$ cat src/rtl/ems_pkg.sv
package ems_pkg;

  localparam int SET_W = 2;
  localparam int PW_W  = 4;
  localparam int HLD_W = 2;
  localparam int CFG_W = SET_W + PW_W + HLD_W;
  localparam int CNT_W = (PW_W > SET_W) ? ((PW_W > HLD_W) ? PW_W : HLD_W)
                                        : ((SET_W > HLD_W) ? SET_W : HLD_W);

  localparam logic [CFG_W-1:0] CFG_RESET = '1;

  typedef enum logic [2:0] {
    PH_IDLE   = 3'd0,
    PH_SETUP  = 3'd1,
    PH_STROBE = 3'd2,
    PH_HOLD   = 3'd3,
    PH_DONE   = 3'd4
  } phase_e;

  // packed MSB first: setup[7:6], width[5:2], hold[1:0]
  typedef struct packed {
    logic [SET_W-1:0] setup;
    logic [PW_W-1:0]  width;
    logic [HLD_W-1:0] hold;
  } timing_t;

endpackage

$ cat src/rtl/ems_rst_sync.sv
module ems_rst_sync #(
  parameter int STAGES = 2
) (
  input  logic clk,
  input  logic rst_n,
  output logic rst_sync_n
);

  logic [STAGES-1:0] sync_q;

  always_ff @(posedge clk or negedge rst_n) begin
    if (!rst_n) begin
      sync_q <= '0;
    end else begin
      sync_q <= {sync_q[STAGES-2:0], 1'b1};
    end
  end

  assign rst_sync_n = sync_q[STAGES-1];

endmodule

$ cat src/rtl/ems_timing_reg.sv
module ems_timing_reg
  import ems_pkg::*;
(
  input  logic             clk,
  input  logic             rst_n,
  input  logic             wr_en,
  input  logic [CFG_W-1:0] wdata,
  output logic [CFG_W-1:0] rdata,
  output timing_t          tim
);

  logic [CFG_W-1:0] cfg_q;
  logic [CFG_W-1:0] cfg_d;

  always_comb begin
    cfg_d = wdata;
  end

  always_ff @(posedge clk or negedge rst_n) begin
    if (!rst_n) begin
      cfg_q <= CFG_RESET;
    end else if (wr_en) begin
      cfg_q <= cfg_d;
    end
  end

  assign rdata = cfg_q;
  assign tim   = timing_t'(cfg_q);

endmodule

$ cat src/rtl/ems_phase_ctrl.sv
module ems_phase_ctrl
  import ems_pkg::*;
(
  input  logic    clk,
  input  logic    rst_n,
  input  logic    req_valid,
  input  timing_t cfg_tim,
  output logic    start,
  output logic    busy,
  output logic    done,
  output logic    strobe,
  output logic    last_strobe
);

  phase_e           ph_q, ph_d;
  logic [CNT_W-1:0] cnt_q, cnt_d;
  timing_t          tim_q, tim_d;
  logic             tim_en;

  // a new access may begin when idle or in the done cycle
  always_comb begin
    start = req_valid && ((ph_q == PH_IDLE) || (ph_q == PH_DONE));
  end

  always_comb begin
    ph_d   = ph_q;
    cnt_d  = cnt_q;
    tim_d  = cfg_tim;
    tim_en = start;
    case (ph_q)
      PH_IDLE, PH_DONE: begin
        if (start) begin
          if (cfg_tim.setup != '0) begin
            ph_d  = PH_SETUP;
            cnt_d = CNT_W'(cfg_tim.setup) - CNT_W'(1);
          end else begin
            ph_d  = PH_STROBE;
            cnt_d = CNT_W'(cfg_tim.width);
          end
        end else begin
          ph_d = PH_IDLE;
        end
      end
      PH_SETUP: begin
        if (cnt_q == '0) begin
          ph_d  = PH_STROBE;
          cnt_d = CNT_W'(tim_q.width);
        end else begin
          cnt_d = cnt_q - CNT_W'(1);
        end
      end
      PH_STROBE: begin
        if (cnt_q == '0) begin
          if (tim_q.hold != '0) begin
            ph_d  = PH_HOLD;
            cnt_d = CNT_W'(tim_q.hold) - CNT_W'(1);
          end else begin
            ph_d = PH_DONE;
          end
        end else begin
          cnt_d = cnt_q - CNT_W'(1);
        end
      end
      PH_HOLD: begin
        if (cnt_q == '0) begin
          ph_d = PH_DONE;
        end else begin
          cnt_d = cnt_q - CNT_W'(1);
        end
      end
      default: begin
        ph_d  = PH_IDLE;
        cnt_d = '0;
      end
    endcase
  end

  always_ff @(posedge clk or negedge rst_n) begin
    if (!rst_n) begin
      ph_q  <= PH_IDLE;
      cnt_q <= '0;
      tim_q <= timing_t'(CFG_RESET);
    end else begin
      ph_q  <= ph_d;
      cnt_q <= cnt_d;
      if (tim_en) begin
        tim_q <= tim_d;
      end
    end
  end

  assign busy        = (ph_q == PH_SETUP) || (ph_q == PH_STROBE) || (ph_q == PH_HOLD);
  assign done        = (ph_q == PH_DONE);
  assign strobe      = (ph_q == PH_STROBE);
  assign last_strobe = strobe && (cnt_q == '0);

endmodule

$ cat src/rtl/ems_bus_drv.sv
module ems_bus_drv #(
  parameter int AW = 16,
  parameter int DW = 8
) (
  input  logic          clk,
  input  logic          rst_n,
  input  logic          start,
  input  logic          req_write,
  input  logic [AW-1:0] req_addr,
  input  logic [DW-1:0] req_wdata,
  input  logic          busy,
  input  logic          strobe,
  input  logic          last_strobe,
  input  logic [DW-1:0] mem_din,
  output logic [DW-1:0] rd_data,
  output logic [AW-1:0] mem_addr,
  output logic [DW-1:0] mem_dout,
  output logic          mem_oe,
  output logic          mem_rd_n,
  output logic          mem_wr_n
);

  logic          wr_q, wr_d;
  logic [AW-1:0] addr_q, addr_d;
  logic [DW-1:0] wdata_q, wdata_d;
  logic [DW-1:0] rd_q, rd_d;
  logic          req_en, cap_en;

  always_comb begin
    req_en  = start;
    wr_d    = req_write;
    addr_d  = req_addr;
    wdata_d = req_write ? req_wdata : '0;
    cap_en  = last_strobe && !wr_q;
    rd_d    = mem_din;
  end

  always_ff @(posedge clk or negedge rst_n) begin
    if (!rst_n) begin
      wr_q    <= 1'b0;
      addr_q  <= '0;
      wdata_q <= '0;
    end else if (req_en) begin
      wr_q    <= wr_d;
      addr_q  <= addr_d;
      wdata_q <= wdata_d;
    end
  end

  always_ff @(posedge clk or negedge rst_n) begin
    if (!rst_n) begin
      rd_q <= '0;
    end else if (cap_en) begin
      rd_q <= rd_d;
    end
  end

  assign rd_data  = rd_q;
  assign mem_addr = busy ? addr_q : '0;
  assign mem_dout = (busy && wr_q) ? wdata_q : '0;
  assign mem_oe   = busy && wr_q;
  assign mem_rd_n = !(strobe && !wr_q);
  assign mem_wr_n = !(strobe && wr_q);

endmodule

$ cat src/rtl/ext_mem_seq.sv
module ext_mem_seq
  import ems_pkg::*;
#(
  parameter int AW = 16,
  parameter int DW = 8
) (
  input  logic             clk,
  input  logic             rst_n,
  input  logic             cfg_wr_en,
  input  logic [CFG_W-1:0] cfg_wdata,
  output logic [CFG_W-1:0] cfg_rdata,
  input  logic             req_valid,
  input  logic             req_write,
  input  logic [AW-1:0]    req_addr,
  input  logic [DW-1:0]    req_wdata,
  output logic             busy,
  output logic             done,
  output logic [DW-1:0]    rd_data,
  output logic [AW-1:0]    mem_addr,
  output logic [DW-1:0]    mem_dout,
  output logic             mem_oe,
  input  logic [DW-1:0]    mem_din,
  output logic             mem_rd_n,
  output logic             mem_wr_n
);

  logic    rst_sync_n;
  timing_t cur_tim;
  logic    start, strobe, last_strobe;

  ems_rst_sync #(.STAGES(2)) u_rst (
    .clk        (clk),
    .rst_n      (rst_n),
    .rst_sync_n (rst_sync_n)
  );

  ems_timing_reg u_treg (
    .clk   (clk),
    .rst_n (rst_sync_n),
    .wr_en (cfg_wr_en),
    .wdata (cfg_wdata),
    .rdata (cfg_rdata),
    .tim   (cur_tim)
  );

  ems_phase_ctrl u_ctrl (
    .clk         (clk),
    .rst_n       (rst_sync_n),
    .req_valid   (req_valid),
    .cfg_tim     (cur_tim),
    .start       (start),
    .busy        (busy),
    .done        (done),
    .strobe      (strobe),
    .last_strobe (last_strobe)
  );

  ems_bus_drv #(.AW(AW), .DW(DW)) u_drv (
    .clk         (clk),
    .rst_n       (rst_sync_n),
    .start       (start),
    .req_write   (req_write),
    .req_addr    (req_addr),
    .req_wdata   (req_wdata),
    .busy        (busy),
    .strobe      (strobe),
    .last_strobe (last_strobe),
    .mem_din     (mem_din),
    .rd_data     (rd_data),
    .mem_addr    (mem_addr),
    .mem_dout    (mem_dout),
    .mem_oe      (mem_oe),
    .mem_rd_n    (mem_rd_n),
    .mem_wr_n    (mem_wr_n)
  );

endmodule

$ cat config.mk
export PLATFORM = sky130hd
export DESIGN_NAME = ext_mem_seq
export DESIGN_NICKNAME = d
export VERILOG_FILES = /design/src/rtl/ems_pkg.sv /design/src/rtl/ems_rst_sync.sv /design/src/rtl/ems_timing_reg.sv /design/src/rtl/ems_phase_ctrl.sv /design/src/rtl/ems_bus_drv.sv /design/src/rtl/ext_mem_seq.sv
export SDC_FILE = /design/constraint.sdc
export NUM_CORES = 1
export LEC_CHECK = 0
export BUFFER_PORTS_ARGS = -buffer_cell sky130_fd_sc_hd__buf_2
export CAP_MARGIN = 20
export CORE_ASPECT_RATIO = 0.8
export CORE_MARGIN = 3
export CORE_UTILIZATION = 56
export CTS_BUF_LIST = sky130_fd_sc_hd__clkbuf_2 sky130_fd_sc_hd__clkbuf_4 sky130_fd_sc_hd__clkbuf_8
export CTS_CLUSTER_SIZE = 10
export DETAILED_ROUTE_END_ITERATION = 16
export PLACE_DENSITY_LB_ADDON = 0.1
export REMOVE_ABC_BUFFERS = 1
export SETUP_SLACK_MARGIN = 0.2
export SYNTH_ARGS = -nofsm -noshare
export SYNTH_HDL_FRONTEND = slang
export SYNTH_SLANG_ARGS = --single-unit
$ cat constraint.sdc
create_clock -name clk -period 5.33 [get_ports clk]
set_clock_uncertainty 0.2 [all_clocks]
set_input_delay 0.533 -clock clk [delete_from_list [all_inputs] [get_ports clk]]
set_output_delay 0.533 -clock clk [all_outputs]
set_load 0.02 [all_outputs]
# Word level (Yosys, flattened, before mapping)
# Cells that the tools add are included.
[classes]
addsub = 3
multipliers = 0
n_div = 0
magnitude_cmp = 0
eq_ne = 10
n_shift = 0
mux = 17
bitwise = 0
n_reduce_logical = 19
[op_table]
columns = ["op", "n"]
rows = [
  ["$mux 4", 6],
  ["$mux 16", 1],
  ["$mux 8", 2],
  ["$pmux 4 s4", 1],
  ["$mux 3", 4],
  ["$pmux 3 s4", 1],
  ["$eq 3x2->1 const B", 2],
  ["$logic_and 1x1->1", 6],
  ["$ne 2x2->1 const B", 3],
  ["$reduce_and 3->1", 2],
  ["$sub 2x1->3 const B", 2],
  ["$logic_not 4->1", 1],
  ["$mux 2", 2],
  ["$ne 2x1->1 const B", 2],
  ["$reduce_bool 2->1", 2],
  ["$sub 4x1->4 const B", 1],
  ["$eq 3x1->1 const B", 1],
  ["$eq 3x3->1 const B", 1],
  ["$logic_not 1->1", 3],
  ["$logic_not 3->1", 1],
  ["$logic_or 1x1->1", 3],
  ["$ne 3x3->1 const B", 1],
  ["$reduce_or 2->1", 1],
]
[totals]
ff_bits = 56
latch_bits = 0
ramBits = 0
mem_bits_ro = 0
input_bits = 45
out_inout_bits = 45
wordCells = 59
n_memories = 0

# Longest topological paths before layout
[logic_depth]
depth_word = 5
ltp_mapped = 7
mapped_depth_nobuf = 6

# Hierarchy
# From an unflattened synthesis, not the netlist that was laid out.
[unflattened]
cells_unflattened = 258
hier_area_um2 = 2969.1
[by_module_without_submodules]
columns = ["mod", "n_inst", "cells_each", "area_per_inst_um2", "seq_area_each_um2"]
rows = [
  ["ems_bus_drv", 1, 119, 1541.5, 825.8],
  ["ems_phase_ctrl", 1, 111, 972.2, 332.8],
  ["ems_timing_reg", 1, 25, 401.6, 210.2],
  ["ems_rst_sync", 1, 3, 53.8, 50.0],
]

# Worst setup path before layout
# OpenSTA, ideal clock, no wires.
[synth_path]
path_kind = "register to output"
startpoint = "reg u_ctrl.ph_q[0]"
endpoint = "out mem_addr[10]"
t_arrival_ns = 1.435
required_time_ns = 4.597
setup_slack_ns = 3.162
path_stages_with_launch = 5
path_buffers = 2
cell_sequence = "dfrtp_1 -> clkbuf_1 -> o21ba_2 -> clkbuf_1 -> and2_1"
[synth_between]
elab_chain_len = 4
word_cells_on_any_way = 6
cone_classes = "eq/ne: 3; mux: 1; reduce/logical: 2"
[synth_rtl]
columns = ["item", "line_no", "text"]
rows = [
  ["start, declared", "ems_phase_ctrl.sv:15", "phase_e ph_q, ph_d;"],
  ["start signal, assigned", "ems_phase_ctrl.sv:84", "ph_q <= ph_d;"],
  ["$eq 3x1->1 / $eq 3x2->1 (equally long branches)", "ems_phase_ctrl.sv:92", "assign busy = (ph_q == PH_SETUP) || (ph_q == PH_STROBE) || (ph_q == PH_HOLD);"],
  ["$logic_or 1x1->1", "ems_phase_ctrl.sv:92", ""],
  ["$logic_or 1x1->1 (*)", "ems_phase_ctrl.sv:92", ""],
  ["named net busy", "ext_mem_seq.sv:16", "output logic busy,"],
  ["$mux 16 (*)", "ems_bus_drv.sv:59", "assign mem_addr = busy ? addr_q : '0;"],
  ["end, declared", "ext_mem_seq.sv:19", "output logic [AW-1:0] mem_addr,"],
]
# Mark *: on every way through the listed nets, which the timed path passes. The rest lies on a longest branch.

# Final worst setup path
[layout_path]
startpoint = "reg u_ctrl.ph_q[0]"
endpoint = "out mem_dout[6]"
[layout_between]
elab_chain_len = 5
word_cells_on_any_way = 7
cone_classes = "eq/ne: 3; mux: 1; reduce/logical: 3"
[layout_rtl]
columns = ["item", "line_no", "text"]
rows = [
  ["$eq 3x1->1 / $eq 3x2->1 (equally long branches)", "ems_phase_ctrl.sv:92", ""],
  ["$logic_or 1x1->1", "ems_phase_ctrl.sv:92", ""],
  ["$logic_or 1x1->1 (*)", "ems_phase_ctrl.sv:92", ""],
  ["$logic_and 1x1->1 (*)", "ems_bus_drv.sv:60", "assign mem_dout = (busy && wr_q) ? wdata_q : '0;"],
  ["$mux 8 (*)", "ems_bus_drv.sv:60", ""],
  ["end, declared", "ext_mem_seq.sv:20", "output logic [DW-1:0] mem_dout,"],
]
# Every way passes the cells marked *; elsewhere a longest branch is shown, timed or not.

==> metrics.txt <==
chip width=83.6 um; Final Hold Fails=0; Max-Cap Viols=0; worst hold path type=reg -> async; FF-to-FF End=u_drv.rd_data[0]$_DFFE_PN0P_; Synth area leaders=dfrtp_1, dfstp_2, mux2_2; routed length per placed instance=15.4 um; global-route wire length before repair=9690 um; worst-margin pin slew=565 ps; part of the power in registers=37.7%; Comb pwr share=50.5%; CTS Hold Bufs=2; share of layout cells above drive strength 1=47.1%; largest net degree at the start of global routing=40; post-synth top area share=39.0%; sequential share of the synthesized area=52.6%; Critical Path Fanout Max=27; unique cell type count in the Yosys netlist=44; setup_tns=0 ps; most frequent cells after synthesis=dfrtp_1, nand2_1, mux2_2; syn avg cell area=11.3 um2; ys async rst share=100%; dpl hpwl=4240 um; CTS HTree Levels=2; DRC viols=0; Syn-to-layout area delta=21.5%; internal power=1.20 mW; reg2reg start=u_ctrl.cnt_q[0]$_DFFE_PN0P_; Peak VDD IR=0.000341 V; R2R depth=5; Worst-path clk slew=100 ps; Sw Pwr=between 0.8 and 0.9 mW; #FFs+latches synth=56; routability cong.=0.878; Antenna Diode Count=0; design area=0.00328 mm2; clk buf depth=2; Clock power frac=11.8%; Post-layout nets=372; Synth area leader=dfrtp_1; Setup WS post-layout=2610 ps; Root Driver=clkbuf_8; Routed WL=5900 um; post-CTS resize count=0; CTS Sinks=56; io pins=90; min Tclk post-route=2720 ps; Slew headroom=62.4%; Worst-Skew Late Latency=310 ps; GRT overflow=0; Worst Path Arrival=slightly below 2000 ps; total CTS buffers=5; final setup fails=0; CTS tree=done; most common cell in the synthesized netlist=dfrtp_1; # port buffers=89; row cnt=21; Worst Path Class, Setup=reg -> out; Starting Density=61.1%; initial antenna violation count=0; Main synth FF type=dfrtp_1; outcome=completed; Pre-antenna DRT Iters=4; Leakage=approximately 1.6 nW; DIE HEIGHT=68.1 um; final period utilization=51.1%; Worst Setup End Kind=output pin; Placed Area=approximately 0.0032 mm2; PwrDens=633 mW/mm2; Setup Fix Bufs, Post-CTS=0; Final Max Tran Viols=0; Total GRT Usage=between 20% and 30%; Post-Syn Instances=239; f_max=between 300 and 400 MHz; post-route ant nets=0; Post-synth EDFFs=0; Req. time, crit path=approximately 4600 ps; worst slack, placed=approximately 2800 ps; Mapped Area=0.00270 mm2; core area=0.00441 mm2; switching part of the total=41.9%; vias in the first global route=roughly 2000; critical path launch point type=register; First DRT Iteration DRCs=241; via/cell ratio=5.48; RSZ-0062 raised after global routing=false; Die Area=0.00569 mm2; Yosys warning count=0; reg2reg setup slack=around 2800 ps; DR vias=2094
## stage by stage
step                utilization [%]  hold slack (ps)  instances  total power, mW
finish                         74.3              113        382             2.07
global route                   74.3              134        382             2.23
CTS                            74.3              109        382             2.09
detailed placement             71.6            -19.7        372             1.84
global placement               71.6            -22.9        372             1.81
floorplan                         -             37.4        224             1.51
## registers in the layout, indices dropped and copies added (netlist names)
| signal | flops |
|---|---|
| u_drv.addr_q | 16 |
| u_drv.rd_data | 8 |
| u_drv.wdata_q | 8 |
| u_treg.rdata | 8 |
| u_ctrl.tim_q | 6 |
| u_ctrl.cnt_q | 4 |
| u_ctrl.ph_q | 3 |
| u_rst.sync_q | 2 |
| u_drv.wr_q | 1 |
## how the worst max path moves through the flow
stage / startpoint / end / slack (ps) / depth (start not counted)
after detailed placement: u_ctrl.cnt_q[0]$_DFFE_PN0P_ / u_drv.rd_data[0]$_DFFE_PN0P_ / 2820 / 5
after CTS: u_ctrl.ph_q[0]$_DFFE_PN0P_ / mem_dout[6] / 2640 / 3
after global placement: u_ctrl.cnt_q[0]$_DFFE_PN0P_ / u_drv.rd_data[3]$_DFFE_PN0P_ / 2890 / 5
after global routing: u_ctrl.ph_q[0]$_DFFE_PN0P_ / mem_dout[6] / 2460 / 3
final: u_ctrl.ph_q[0]$_DFFE_PN0P_ / mem_dout[6] / 2610 / 3
after floorplan: u_ctrl.ph_q[0]$_DFFE_PN0P_ / u_ctrl.cnt_q[0]$_DFFE_PN0P_ / 2030 / 4
## power by group through the flow
stage	Clock, mW	Sequential [mW]	Combinational (mW)
finish	0.245	0.782	1.05
global route	0.273	0.808	1.15
CTS	0.251	0.779	1.06
detailed placement	0	0.785	1.05
global placement	0	0.777	1.03
floorplan	0	0.792	0.714
## layout make-up
cell class                 instances  area, um2
sequential                        56       1420
inverter                           6       22.5
timing repair buffer              93        480
fill                             316       1140
multi-input combinational        162       1190
tap                               57       71.3
clock buffer                       8       97.6
## worst max-delay path, cell delays in order (launching register included)
cell     delay (ps)
dfrtp_1         710
o21ba_2         550
and3_1          250
buf_2           170
## cells in the final DEF (no fill, tap or decap), types with 2 or more instances in the layout
| cell | instances |
|---|---|
| buf_4 | 2 |
| inv_1 | 6 |
| buf_2 | 89 |
| clkbuf_4 | 2 |
| nand2b_1 | 3 |
| and3_1 | 8 |
| a21oi_1 | 5 |
| nor2_1 | 7 |
| mux2_4 | 8 |
| o21ai_0 | 13 |
| and2_1 | 18 |
| o31ai_1 | 2 |
| ha_1 | 3 |
| dfrtp_1 | 41 |
| nor3_1 | 6 |
| nand2_1 | 30 |
| o221ai_1 | 2 |
| nor4_1 | 3 |
| a221o_1 | 2 |
| dfstp_2 | 14 |
| a22oi_1 | 2 |
| clkbuf_8 | 6 |
| nor4b_1 | 2 |
| mux2_2 | 27 |
| dlygate4sd3_1 | 2 |
| o22ai_1 | 2 |
## routing by layer
metal  routed length (um)  GRT usage, %
met3                  415          5.42
met4                   61          6.43
met5                    0             0
met1                 2640          29.9
met2                 2790          34.6
## logic make-up (layout without fill, tap and decap cells)
group           Yosys count  count (layout)  synth area share, %
flops                    56              56                 52.6
fa+ha+maj                 4               4                 1.76
xor+xnor                  1               1                0.325
mux                      36              36                 16.1
other cells               1               1                0.139
simple gates             85              85                 16.8
buf+inv                  21             107                 3.62
compound gates           35              35                 8.63
(Power assumes the default switching activity.)
